--- src/rtl/tdw_pkg.sv ---
package tdw_pkg;
  localparam int HDR_BYTES = 8;

  typedef enum logic [1:0] {
    ST_IDLE,
    ST_FIX,
    ST_ISO_WAIT,
    ST_ISO_EMIT
  } walkState_t;

  typedef struct packed {
    logic clear;   // return offset/index to zero
    logic advFix;  // step by fixed stride
    logic advIso;  // step by header + rounded payload
    logic capPay;  // latch incoming payload size/last
  } dpStrobe_t;
endpackage

--- src/rtl/tdw_dpath.sv ---
module tdw_dpath
  import tdw_pkg::*;
#(
  parameter int OFF_W = 16,
  parameter int IDX_W = 8,
  parameter int PAY_W = 10,
  parameter int BLK_W = 11,
  parameter int MAP_W = 16,
  parameter int CNT_W = $clog2(MAP_W) + 1
) (
  input  logic             clk,
  input  logic             rstN,
  input  dpStrobe_t        strobe,
  input  logic [BLK_W-1:0] blockSize,
  input  logic [CNT_W-1:0] numDesc,
  input  logic [MAP_W-1:0] skipMap,
  input  logic [OFF_W-1:0] bufLen,
  input  logic [PAY_W-1:0] paySize,
  input  logic             payLast,
  output logic [OFF_W-1:0] curOffset,
  output logic [IDX_W-1:0] curIndex,
  output logic             skipCur,
  output logic             fixLast,
  output logic             zeroDesc,
  output logic             isoFits,
  output logic             capLast
);
  localparam int MAP_IW = $clog2(MAP_W);
  localparam int EW     = OFF_W + 1;

  logic [OFF_W-1:0] offReg;
  logic [IDX_W-1:0] idxReg;
  logic [PAY_W-1:0] paySzReg;
  logic             payLastReg;

  logic [EW-1:0]    stride;
  logic [PAY_W:0]   padSum;
  logic [PAY_W:0]   payRound;
  logic [EW-1:0]    isoEnd;

  always_comb begin
    stride   = EW'(blockSize) + EW'(HDR_BYTES);
    padSum   = {1'b0, paySzReg} + (PAY_W + 1)'(3);
    payRound = {padSum[PAY_W:2], 2'b00};
    isoEnd   = EW'(offReg) + EW'(HDR_BYTES) + EW'(payRound);
  end

  assign isoFits   = (isoEnd <= EW'(bufLen));
  assign skipCur   = skipMap[idxReg[MAP_IW-1:0]];
  assign fixLast   = (IDX_W'(numDesc) == (idxReg + 1'b1));
  assign zeroDesc  = (numDesc == '0);
  assign capLast   = payLastReg;
  assign curOffset = offReg;
  assign curIndex  = idxReg;

  always_ff @(posedge clk) begin
    if (!rstN) begin
      offReg     <= '0;
      idxReg     <= '0;
      paySzReg   <= '0;
      payLastReg <= 1'b0;
    end else begin
      if (strobe.clear) begin
        offReg <= '0;
        idxReg <= '0;
      end else if (strobe.advFix) begin
        offReg <= offReg + stride[OFF_W-1:0];
        idxReg <= idxReg + 1'b1;
      end else if (strobe.advIso) begin
        offReg <= isoEnd[OFF_W-1:0];
        idxReg <= idxReg + 1'b1;
      end
      if (strobe.capPay) begin
        paySzReg   <= paySize;
        payLastReg <= payLast;
      end
    end
  end
endmodule

--- src/rtl/tdw_ctrl.sv ---
module tdw_ctrl
  import tdw_pkg::*;
(
  input  logic      clk,
  input  logic      rstN,
  input  logic      bufActive,
  input  logic      isoMode,
  input  logic      start,
  input  logic      payValid,
  input  logic      descReady,
  input  logic      skipCur,
  input  logic      fixLast,
  input  logic      zeroDesc,
  input  logic      isoFits,
  input  logic      capLast,
  output dpStrobe_t strobe,
  output logic      payReady,
  output logic      descValid,
  output logic      walkDone
);
  walkState_t state, stateNxt;
  logic heldValid;
  logic doneNxt;

  always_comb begin
    stateNxt  = state;
    strobe    = '0;
    payReady  = 1'b0;
    descValid = 1'b0;
    doneNxt   = 1'b0;
    unique case (state)
      ST_IDLE: begin
        if (start && bufActive) begin
          strobe.clear = 1'b1;
          if (isoMode) begin
            stateNxt = ST_ISO_WAIT;
          end else if (zeroDesc) begin
            doneNxt = 1'b1;
          end else begin
            stateNxt = ST_FIX;
          end
        end
      end
      default: begin
        if (!bufActive && !heldValid) begin
          // abort: nothing pending, drop back to the origin
          strobe.clear = 1'b1;
          stateNxt     = ST_IDLE;
        end else begin
          unique case (state)
            ST_FIX: begin
              if (skipCur) begin
                strobe.advFix = 1'b1;
                if (fixLast) begin
                  strobe.clear = 1'b1;
                  doneNxt      = 1'b1;
                  stateNxt     = ST_IDLE;
                end
              end else begin
                descValid = 1'b1;
                if (descReady) begin
                  strobe.advFix = 1'b1;
                  if (fixLast) begin
                    strobe.clear = 1'b1;
                    doneNxt      = 1'b1;
                    stateNxt     = ST_IDLE;
                  end
                end
              end
            end
            ST_ISO_WAIT: begin
              payReady = 1'b1;
              if (payValid) begin
                strobe.capPay = 1'b1;
                stateNxt      = ST_ISO_EMIT;
              end
            end
            ST_ISO_EMIT: begin
              if (!isoFits) begin
                strobe.clear = 1'b1;
                doneNxt      = 1'b1;
                stateNxt     = ST_IDLE;
              end else begin
                descValid = 1'b1;
                if (descReady) begin
                  strobe.advIso = 1'b1;
                  if (capLast) begin
                    strobe.clear = 1'b1;
                    doneNxt      = 1'b1;
                    stateNxt     = ST_IDLE;
                  end else begin
                    stateNxt = ST_ISO_WAIT;
                  end
                end
              end
            end
            default: stateNxt = ST_IDLE;
          endcase
        end
      end
    endcase
  end

  always_ff @(posedge clk) begin
    if (!rstN) begin
      state     <= ST_IDLE;
      heldValid <= 1'b0;
      walkDone  <= 1'b0;
    end else begin
      state     <= stateNxt;
      heldValid <= descValid && !descReady;
      walkDone  <= doneNxt;
    end
  end
endmodule

--- src/rtl/tdWalker.sv ---
module tdWalker
  import tdw_pkg::*;
#(
  parameter int OFF_W = 16,
  parameter int IDX_W = 8,
  parameter int PAY_W = 10,
  parameter int BLK_W = 11,
  parameter int MAP_W = 16,
  parameter int CNT_W = $clog2(MAP_W) + 1
) (
  input  logic             clk,
  input  logic             rstN,
  input  logic             bufActive,
  input  logic             isoMode,
  input  logic             start,
  input  logic [BLK_W-1:0] blockSize,
  input  logic [CNT_W-1:0] numDesc,
  input  logic [MAP_W-1:0] skipMap,
  input  logic [OFF_W-1:0] bufLen,
  input  logic [PAY_W-1:0] paySize,
  input  logic             payLast,
  input  logic             payValid,
  output logic             payReady,
  output logic             descValid,
  input  logic             descReady,
  output logic [OFF_W-1:0] descOffset,
  output logic [IDX_W-1:0] descIndex,
  output logic             walkDone
);
  dpStrobe_t strobe;
  logic skipCur, fixLast, zeroDesc, isoFits, capLast;

  tdw_ctrl uCtrl (
    .clk       (clk),
    .rstN      (rstN),
    .bufActive (bufActive),
    .isoMode   (isoMode),
    .start     (start),
    .payValid  (payValid),
    .descReady (descReady),
    .skipCur   (skipCur),
    .fixLast   (fixLast),
    .zeroDesc  (zeroDesc),
    .isoFits   (isoFits),
    .capLast   (capLast),
    .strobe    (strobe),
    .payReady  (payReady),
    .descValid (descValid),
    .walkDone  (walkDone)
  );

  tdw_dpath #(
    .OFF_W (OFF_W),
    .IDX_W (IDX_W),
    .PAY_W (PAY_W),
    .BLK_W (BLK_W),
    .MAP_W (MAP_W),
    .CNT_W (CNT_W)
  ) uDpath (
    .clk       (clk),
    .rstN      (rstN),
    .strobe    (strobe),
    .blockSize (blockSize),
    .numDesc   (numDesc),
    .skipMap   (skipMap),
    .bufLen    (bufLen),
    .paySize   (paySize),
    .payLast   (payLast),
    .curOffset (descOffset),
    .curIndex  (descIndex),
    .skipCur   (skipCur),
    .fixLast   (fixLast),
    .zeroDesc  (zeroDesc),
    .isoFits   (isoFits),
    .capLast   (capLast)
  );
endmodule

--- config.mk ---
export PLATFORM = sky130hd
export DESIGN_NAME = tdWalker
export DESIGN_NICKNAME = d
export VERILOG_FILES = /design/src/rtl/tdw_pkg.sv /design/src/rtl/tdw_dpath.sv /design/src/rtl/tdw_ctrl.sv /design/src/rtl/tdWalker.sv
export SDC_FILE = /design/constraint.sdc
export NUM_CORES = 1
export LEC_CHECK = 0
export BUFFER_PORTS_ARGS = -buffer_cell sky130_fd_sc_hd__buf_2
export CORE_MARGIN = 2
export CORE_UTILIZATION = 40
export CTS_CLUSTER_SIZE = 30
export DETAILED_ROUTE_END_ITERATION = 16
export PLACE_DENSITY = 0.69
export SETUP_SLACK_MARGIN = 0.2
export SKIP_CTS_REPAIR_TIMING = 1
export SYNTH_ARGS = -nofsm -noshare
export SYNTH_HDL_FRONTEND = slang
export SYNTH_HIERARCHICAL = 1
export SYNTH_SLANG_ARGS = --single-unit
--- constraint.sdc ---
create_clock -name clk -period 10.3 [get_ports clk]
set_input_delay 2.06 -clock clk [delete_from_list [all_inputs] [get_ports clk]]
set_output_delay 2.06 -clock clk [all_outputs]
set_load 0.03 [all_outputs]
* Yosys cells after proc, flatten, opt, wreduce, memory -nomap -nowiden
Index checks and enable logic that the tools add are counted.
** Storage, ports and cells
- Bits in registers :: 39
- Input bits :: 66
- Output and inout bits :: 27
- Logic and storage cells :: 89
** Operators by class
- $add $sub $neg :: 6
- Magnitude comparators :: 2
- Eq/ne operators :: 9
- Multiplexer cells :: 53
- Bitwise logic cells :: 1
- Reductions and logical operators :: 11
** Operator list (count)
- $mux W16 :: 2
- $mux W1 :: 28
- $mux W2 :: 14
- $add A16 B4 Y17 const B :: 1
- $add A17 B11 Y17 :: 1
- $le A17 B16 Y1 :: 1
- $add A16 B16 Y16 :: 1
- $mux W8 :: 2
- $add A11 B4 Y12 const B :: 1
- $add A10 B2 Y11 const B :: 1
- $add A8 B1 Y8 const B :: 1
- $eq A5 B8 Y1 :: 1
- $mux W3 :: 2
- $pmux W1 S2 :: 3
- $pmux W2 S3 :: 1
- $logic_not A5 Y1 :: 1
- $lt A4 B5 Y1 const B :: 1
- $ne A5 B3 Y1 const B :: 1
- $ne A5 B5 Y1 const B :: 1
- $reduce_and A5 Y1 :: 1
- $bmux W1 S4 :: 1
- $eq A2 B2 Y1 const B :: 2
- $ne A4 B2 Y1 const B :: 1
- $logic_and A1 B1 Y1 :: 3
- 8 further kinds :: 10

* Longest topological paths before layout
Gate-level depths: netlist of the first run.
- Depth after elaboration :: 10
- Gate-level depth with buffers :: 29
- Mapped depth without buffers :: 29

* Modules after synthesis
Netlist of the first run, hierarchy kept.
** By module, submodules not included
- tdw_dpath :: instances 1, cells an instance 426, area each 3548.4 µm², seq. area each 700.7 µm²
- tdw_ctrl :: instances 1, cells an instance 46, area each 349.1 µm², seq. area each 80.1 µm²

* Worst setup path before layout of the first run
Ideal clock, no wire load.
- Kind :: flip-flop to output port
- Start point :: register uDpath.paySzReg[0]
- End point :: output descValid
- Arrival time :: 4.432 ns
- Required time :: 8.240 ns
- Slack :: 3.808 ns
- Cell stages (with the launch flop) :: 20
- Path buffers :: 0
- Path through :: dfxtp_1 o21a_1 nand3_1 nor2_1 xor2_1 ha_1 ha_1 o21a_1 o31a_1 o311a_1 or3_1 and2_1 ha_1 nand2_1 nor3_1 a21boi_0 a2111oi_0 a2bb2oi_1 nand2_1 a21oi_1
** On the way
- Cells in the longest elaborated chain, start to end :: 7
** Ends and longest elaborated chain
- start, declared :: line tdw_dpath.sv:33 : logic [PAY_W-1:0] paySzReg;
- start signal, assigned :: line tdw_dpath.sv:74 : paySzReg <= paySize;
- $add A10 B2 Y11 :: line tdw_dpath.sv:43 : padSum = {1'b0, paySzReg} + (PAY_W + 1)'(3);
- $add A17 B11 Y17 :: line tdw_dpath.sv:45 : isoEnd = EW'(offReg) + EW'(HDR_BYTES) + EW'(payRound);
- $le A17 B16 Y1 :: line tdw_dpath.sv:48 : assign isoFits = (isoEnd <= EW'(bufLen));
- via isoFits :: line tdWalker.sv:31 : logic skipCur, fixLast, zeroDesc, isoFits, capLast;
- $mux W1 :: line tdw_ctrl.sv:79 : if (!isoFits) begin
- $pmux W1 S2 :: line tdw_ctrl.sv:50 : unique case (state)
- $mux W1 :: line tdw_ctrl.sv:45 : if (!bufActive && !heldValid) begin
- $mux W1 :: line tdw_ctrl.sv:31 : unique case (state)
- end, declared :: line tdWalker.sv:24 : output logic descValid,
The timed path passes the listed nets, and every way through them passes these cells.

* Worst setup path in the final report of the first run
Same ends and word-level chain as after synthesis.

==> results.cfg, run 1 <==
[synthesis]
syn_area_per_cell_sq_um = 8.257
synth_cell_types = 59
ys_seq_area_share_pct = 20.03
ys_ff_latch = 39
netlist_area_sq_mm = 0.003897
async_flop_share_pct = 0
ys.warnings.count = 6
syn-num-nets = 597
synth_edf_count = 0
ys.flop_type = dfxtp_1
synth_cells = 472

[timing]
finalHoldViolations = 0
maxSlewViolCount = 0
setup_viol = 0
max_freq_mhz = 137.0
min_period_ns = 7.298
tns_ns = 0
hold_ws_ns = 0.4992
clock_skew_ns = 0.008130
finalCritPeriodShare_pct = 70.86
worst_pin_slew_ns = 0.9721
rsz0062_at_grt = no
max_slew_margin_pct = 35.19

[power_and_ir_drop]
p_sw_share_pct = 32.41
leakagePower_uw = 0.002200
p_int_uw = 279.7
ir_drop_mv = 0.04372
seqPwrFrac_pct = 40.0
p_clk_share_pct = 31.9
p_per_area_mw_per_mm2 = 90.09
power_switching_uw = 134.1
combPwrFrac_pct = 28.2

[grt]
grt_use_met1_pct = 23.88
grt_pass1_vias = 3258
grt_overflow_total = 0
grt_util_met2_pct = 28.86
antenna_found_initial = 0
gr-usage-met3_pct = 2.847
busiest_layer = met2
grt_pass1_wl_um = 14920
track_usage_pct = 17.71
grt_max_degree = 24

[floorplan]
core_sq_mm = 0.009594
dieArea_sq_mm = 0.01055
start_util_pct = 40.62
die_x_um = 102.7
die_h_um = 102.7
num_rows = 36
pin_count = 93

[route]
num_vias = 3658
routedWlPerCell_um = 13.48
drt_iter0_markers = 141
drc = 0
drtPass1Iterations = 4
ant_nets = 0
wl_um = 9329
via_per_inst = 5.286

[critical_path]
crit_path_end = descValid
path_max_fanout = 6
critPathLaunch = uDpath/paySzReg[0]
ff2ff_path_depth = 29
crit_type = flip-flop to output port
r2r_end = uDpath/curOffset[14]
timing.rr.start = uDpath/paySzReg[0]
r2r_setup_slack_ns = 3.86
arrival_ns = 5.24
required_ns = 8.24
end_kind = output port
cp-start-kind = flip-flop

[hold_path]
min_path_type = flip-flop to flip-flop

[finish]
final.fill_count = 941
drive_gt1_share_pct = 20.75
n_antenna_cell = 0
area_delta_synth_final_pct = 17.85
nets = 683

[cts]
clock_sinks = 39
clk_path_buf_depth = 2
root_buffer = clkbuf_8
cts_tree = yes
clock_latency_ns = 0.30
numCtsBuffers = 5
cts.clk_slew.worst_paths_ns = 0.09
ctsHtreeMaxLevel = 2

[placed_design]
gp_congestion = 0.8732
portBuffers = 92
dpl.hpwl_um = 7687

[job]
drv_cap = 0

[status]
status = finished clean
cell usage in the layout, fill, tap and decap left out, drive strengths merged, types with 19 or more instances in the layout:
cell	instances
ha	57
a21oi	27
buf	94
nor2	35
inv	36
nand2	31
nor2b	19
mux2i	20
o21ai	26
dfxtp	39
registers in the layout (all words and copies together) (netlist names):
name and cells:
uCtrl/heldValid 1, uCtrl/state 2, uDpath/capLast 1, uDpath/curIndex 8, uCtrl/walkDone 1, uDpath/paySzReg 10
uDpath/curOffset 16
Yosys cell counts (2+ instances only):
library cell,count,share of area (%)
a2111o_1,3,0.87
a211oi_1,11,2.1
a21boi_0,4,0.77
a21o_1,9,1.7
a21oi_1,27,3.5
a31oi_1,4,0.64
and2_1,7,1.1
and3_1,5,0.80
buf_1,3,0.29
buf_2,3,0.39
clkbuf_1,8,0.77
dfxtp_1,39,20
fa_1,2,1.0
ha_1,57,18
inv_1,36,3.5
mux2i_1,20,5.1
mux4_2,5,2.9
nand2_1,31,3.0
nand2b_1,9,1.4
nand3_1,10,1.3
nand4_1,7,1.1
nor2_1,35,3.4
nor2b_1,18,2.9
nor3_1,11,1.4
nor3b_1,4,0.77
nor4_1,2,0.32
o211ai_1,5,0.96
o21a_1,9,1.7
o21ai_0,24,3.1
o31a_1,3,0.67
o31ai_1,2,0.39
or3_1,3,0.48
or4_1,3,0.58
xnor2_1,16,3.6
xor2_1,13,2.9
worst min-delay path by stage:
stage	slack, ns	startpoint	endpoint	cells past startpoint
after floorplan	0.49	uDpath/capLast	uDpath/capLast	2
after CTS	0.49	uDpath/curOffset[15]	uDpath/curOffset[15]	2
after global routing	0.54	uDpath/curOffset[15]	uDpath/curOffset[15]	2
after detailed placement	0.48	uDpath/curOffset[15]	uDpath/curOffset[15]	2
after global placement	0.47	uDpath/curOffset[15]	uDpath/curOffset[15]	2
final	0.50	uDpath/curOffset[15]	uDpath/curOffset[15]	2
metal layers:
metal / part of all wire [%] / up-vias
met3: 3.6 / 15
met4: 1.9 / 0
li1: - / 1892
met5: 0 / -
met1: 47 / 1681
met2: 48 / 70
worst max-delay path, stage by stage, from the launching register on:
cell       delay [ns]
dfxtp_1          0.36
o21a_1           0.21
nand3_1          0.13
nor2_1           0.21
nand3_1          0.15
nor2_1           0.17
and2_1           0.15
ha_1             0.22
ha_1             0.21
a21oi_1          0.41
nand2_1          0.10
nor3_1           0.32
nor2_1           0.16
nand3_1          0.14
xnor2_1          0.13
ha_1             0.26
nand2_1          0.07
nor3_1           0.06
a21boi_0         0.13
a2111oi_0        0.42
a2bb2oi_1        0.40
nand2_1          0.14
a21oi_1          0.17
buf_2            0.22
final cells by class:
| class | instances | area (sq um) | share of cell area [%] |
|---|---|---|---|
| Clock buffer | 5 | 68.82 | 1.498 |
| Clock inverter | 3 | 43.79 | 0.9534 |
| Inverter | 36 | 135.1 | 2.942 |
| Multi-Input combinational cell | 382 | 2923 | 63.63 |
| Sequential cell | 39 | 780.7 | 17.00 |
| Tap cell | 133 | 166.4 | 3.623 |
| Timing Repair Buffer | 94 | 475.5 | 10.35 |
power by group through the flow:
stage / clock network (uW) / registers [uW] / logic, uW
floorplan: 0 / 168 / 81.8
global placement: 0 / 169 / 114
detailed placement: 0 / 169 / 117
CTS: 137 / 166 / 117
global route: 143 / 167 / 131
finish: 132 / 165 / 116
logic make-up after synthesis:
logic type,count (synthesis),synth area share (%)
adders and majority gates,59,19.33
DFF,39,20.03
AOI/OAI and AO/OA,119,21.19
muxes,26,8.315
and+or+nand+nor,149,19.52
xor gates and xnor gates,29,6.517
buffers and inverters,51,5.104
per-stage QoR:
step	area, sq um	power [uW]	std cells	utilization (%)	setup WS, ns
floorplan	3897	250.1	472	-	3.808
CTS	4593	419.3	692	47.87	2.911
global route	4593	441.5	692	47.87	2.473
detailed placement	4481	285.7	684	46.70	3.284
finish	4593	413.8	692	47.87	3.002
global placement	4481	282.8	684	46.70	3.360
No activity file was read; power rests on OpenSTA's default activity.
==> inputs of run 2 (changes only) <==
Clock period 10.3 ns to 7.53 ns, I/O delays scaled along.
==> run 2 against run 1 <==
  * Die area unchanged
  * Clock power grew 38%
  * Critical path depth shrank 2
  * Setup slack worse by 2.2 ns
  * Register-to-register slack got worse by 2.8 ns
  * Global-route usage rose by 0.44 points
  * Design area is essentially flat
  * Non-clock buffer count unchanged
  * Sequential share of layout area about the same
  * Clock skew fell by 0.0044 ns
==> results.cfg, run 2 (same netlist as run 1, synthesis figures left out) <==
[cts]
clock_sinks = 39
cts_tree = yes
root_buffer = clkbuf_8
numCtsBuffers = 5
clk_path_buf_depth = 2
cts.clk_slew.worst_paths_ns = 0.08
clock_latency_ns = 0.29
ctsHtreeMaxLevel = 2

[timing]
max_freq_mhz = 149.4
maxSlewViolCount = 0
worst_pin_slew_ns = 0.9864
max_slew_margin_pct = 34.24
setup_viol = 0
finalCritPeriodShare_pct = 88.89
clock_skew_ns = 0.003698
rsz0062_at_grt = no
min_period_ns = 6.693
tns_ns = 0
finalHoldViolations = 0

[route]
drtPass1Iterations = 4
routedWlPerCell_um = 13.92
ant_nets = 0
drc = 0
wl_um = 9630
via_per_inst = 5.275
drt_iter0_markers = 121
num_vias = 3650

[hold_path]
min_path_type = flip-flop to flip-flop
worst_hold_startpoint = uDpath/curOffset[15]

[critical_path]
cp-start-kind = flip-flop
crit_type = flip-flop to output port
timing.rr.start = uDpath/paySzReg[2]
path_max_fanout = 8
end_kind = output port
arrival_ns = 5.19
r2r_setup_slack_ns = 1.09
required_ns = 6.02
critPathLaunch = uDpath/paySzReg[2]

[placed_design]
post-place-cells = 684
portBuffers = 92
placed_area_sq_mm = 0.004481
dpl.hpwl_um = 7786
gp_congestion = 0.8821

[grt]
track_usage_pct = 18.15
gr-usage-met3_pct = 3.051
grt_max_degree = 24
grt_pass1_wl_um = 15470
grt_util_met2_pct = 31.83
grt_overflow_total = 0
grt_pass1_vias = 3416
busiest_layer = met2
grt_use_met1_pct = 23.65
antenna_found_initial = 0

[finish]
area_delta_synth_final_pct = 17.95
layout_common_cells = buf_2 (92), ha_1 (57), dfxtp_1 (39)
largest_reg_flops = 16
drive_gt1_share_pct = 20.93
final.fill_count = 964
postLayoutCellArea_sq_mm = 0.004597
n_antenna_cell = 0
final_common_cell = buf_2
finalNonFillerCells = 692
nets = 683

[power_and_ir_drop]
p_per_area_mw_per_mm2 = 123.8
leakagePower_uw = 0.002201
p_sw_share_pct = 32.75
seqPwrFrac_pct = 39.8
power_switching_uw = 186.4
p_clk_share_pct = 31.9
combPwrFrac_pct = 28.3
p_int_uw = 382.7
power.total_uw = 569.0
ir_drop_mv = 0.06465

[floorplan]
core_sq_mm = 0.009594
die_h_um = 102.7
num_rows = 36
start_util_pct = 40.62
die_x_um = 102.7
pin_count = 93
dieArea_sq_mm = 0.01055

[job]
drv_cap = 0

[status]
status = finished clean
-- run 2: cell count changes in the layout (fill, tap and decap cells not counted) --
cell / previous run / this run
a21oi_2: 0 / 1
a21oi_1: 27 / 26
-- run 2: area by class of cell --
class,instances,area [sq um],area share (%)
Multi-Input combinational cell,382,2927,63.66
Clock inverter,3,43.79,0.9526
Sequential cell,39,780.7,16.98
Tap cell,133,166.4,3.620
Clock buffer,5,68.82,1.497
Inverter,36,135.1,2.940
Timing Repair Buffer,94,475.5,10.34
-- run 2: power groups by stage --
stage	Sequential (uW)	Combinational (uW)	Clock, uW
floorplan	230	112	0
global placement	231	156	0
detailed placement	231	160	0
CTS	227	160	189
global route	228	180	199
finish	226	161	182
-- run 2: layer usage --
| layer | wire length (um) | part of all wire (%) |
|---|---|---|
| met1 | 4363 | 45 |
| met4 | 74 | 0.77 |
| met5 | 0 | 0 |
| met3 | 483 | 5.0 |
| met2 | 4709 | 49 |
-- run 2: final timing paths --
check / end / depth (start not counted)
max: descValid / 21
min: uDpath/curOffset[15] / 2
max reg2reg: uDpath/curOffset[14] / 27
min reg2reg: uDpath/curOffset[15] / 2
-- run 2: stage by stage --
step                      util, %  setup WS [ns]  hold slack [ns]
after global routing        47.91         0.3043           0.5154
after CTS                   47.87         0.7288           0.4920
after detailed placement    46.70          1.035           0.4793
after global placement      46.70          1.135           0.4730
after floorplan                 -          1.592           0.4912
final                       47.91         0.8366           0.4935
-- run 2: worst max-delay path, cell delays in order, from the launching register on --
cell       delay, ns
dfxtp_1         0.37
o21a_1          0.21
nand3_1         0.13
nor2_1          0.20
nand3_1         0.14
nor2_1          0.17
xor2_1          0.17
ha_1            0.25
ha_1            0.30
or4_1           0.51
o21ai_0         0.09
nand2b_1        0.15
xnor2_1         0.17
ha_1            0.30
a21o_1          0.16
a21oi_1         0.14
o21ai_0         0.09
a2111oi_0       0.42
a2bb2oi_1       0.39
nand2_1         0.14
a21oi_1         0.17
buf_2           0.22
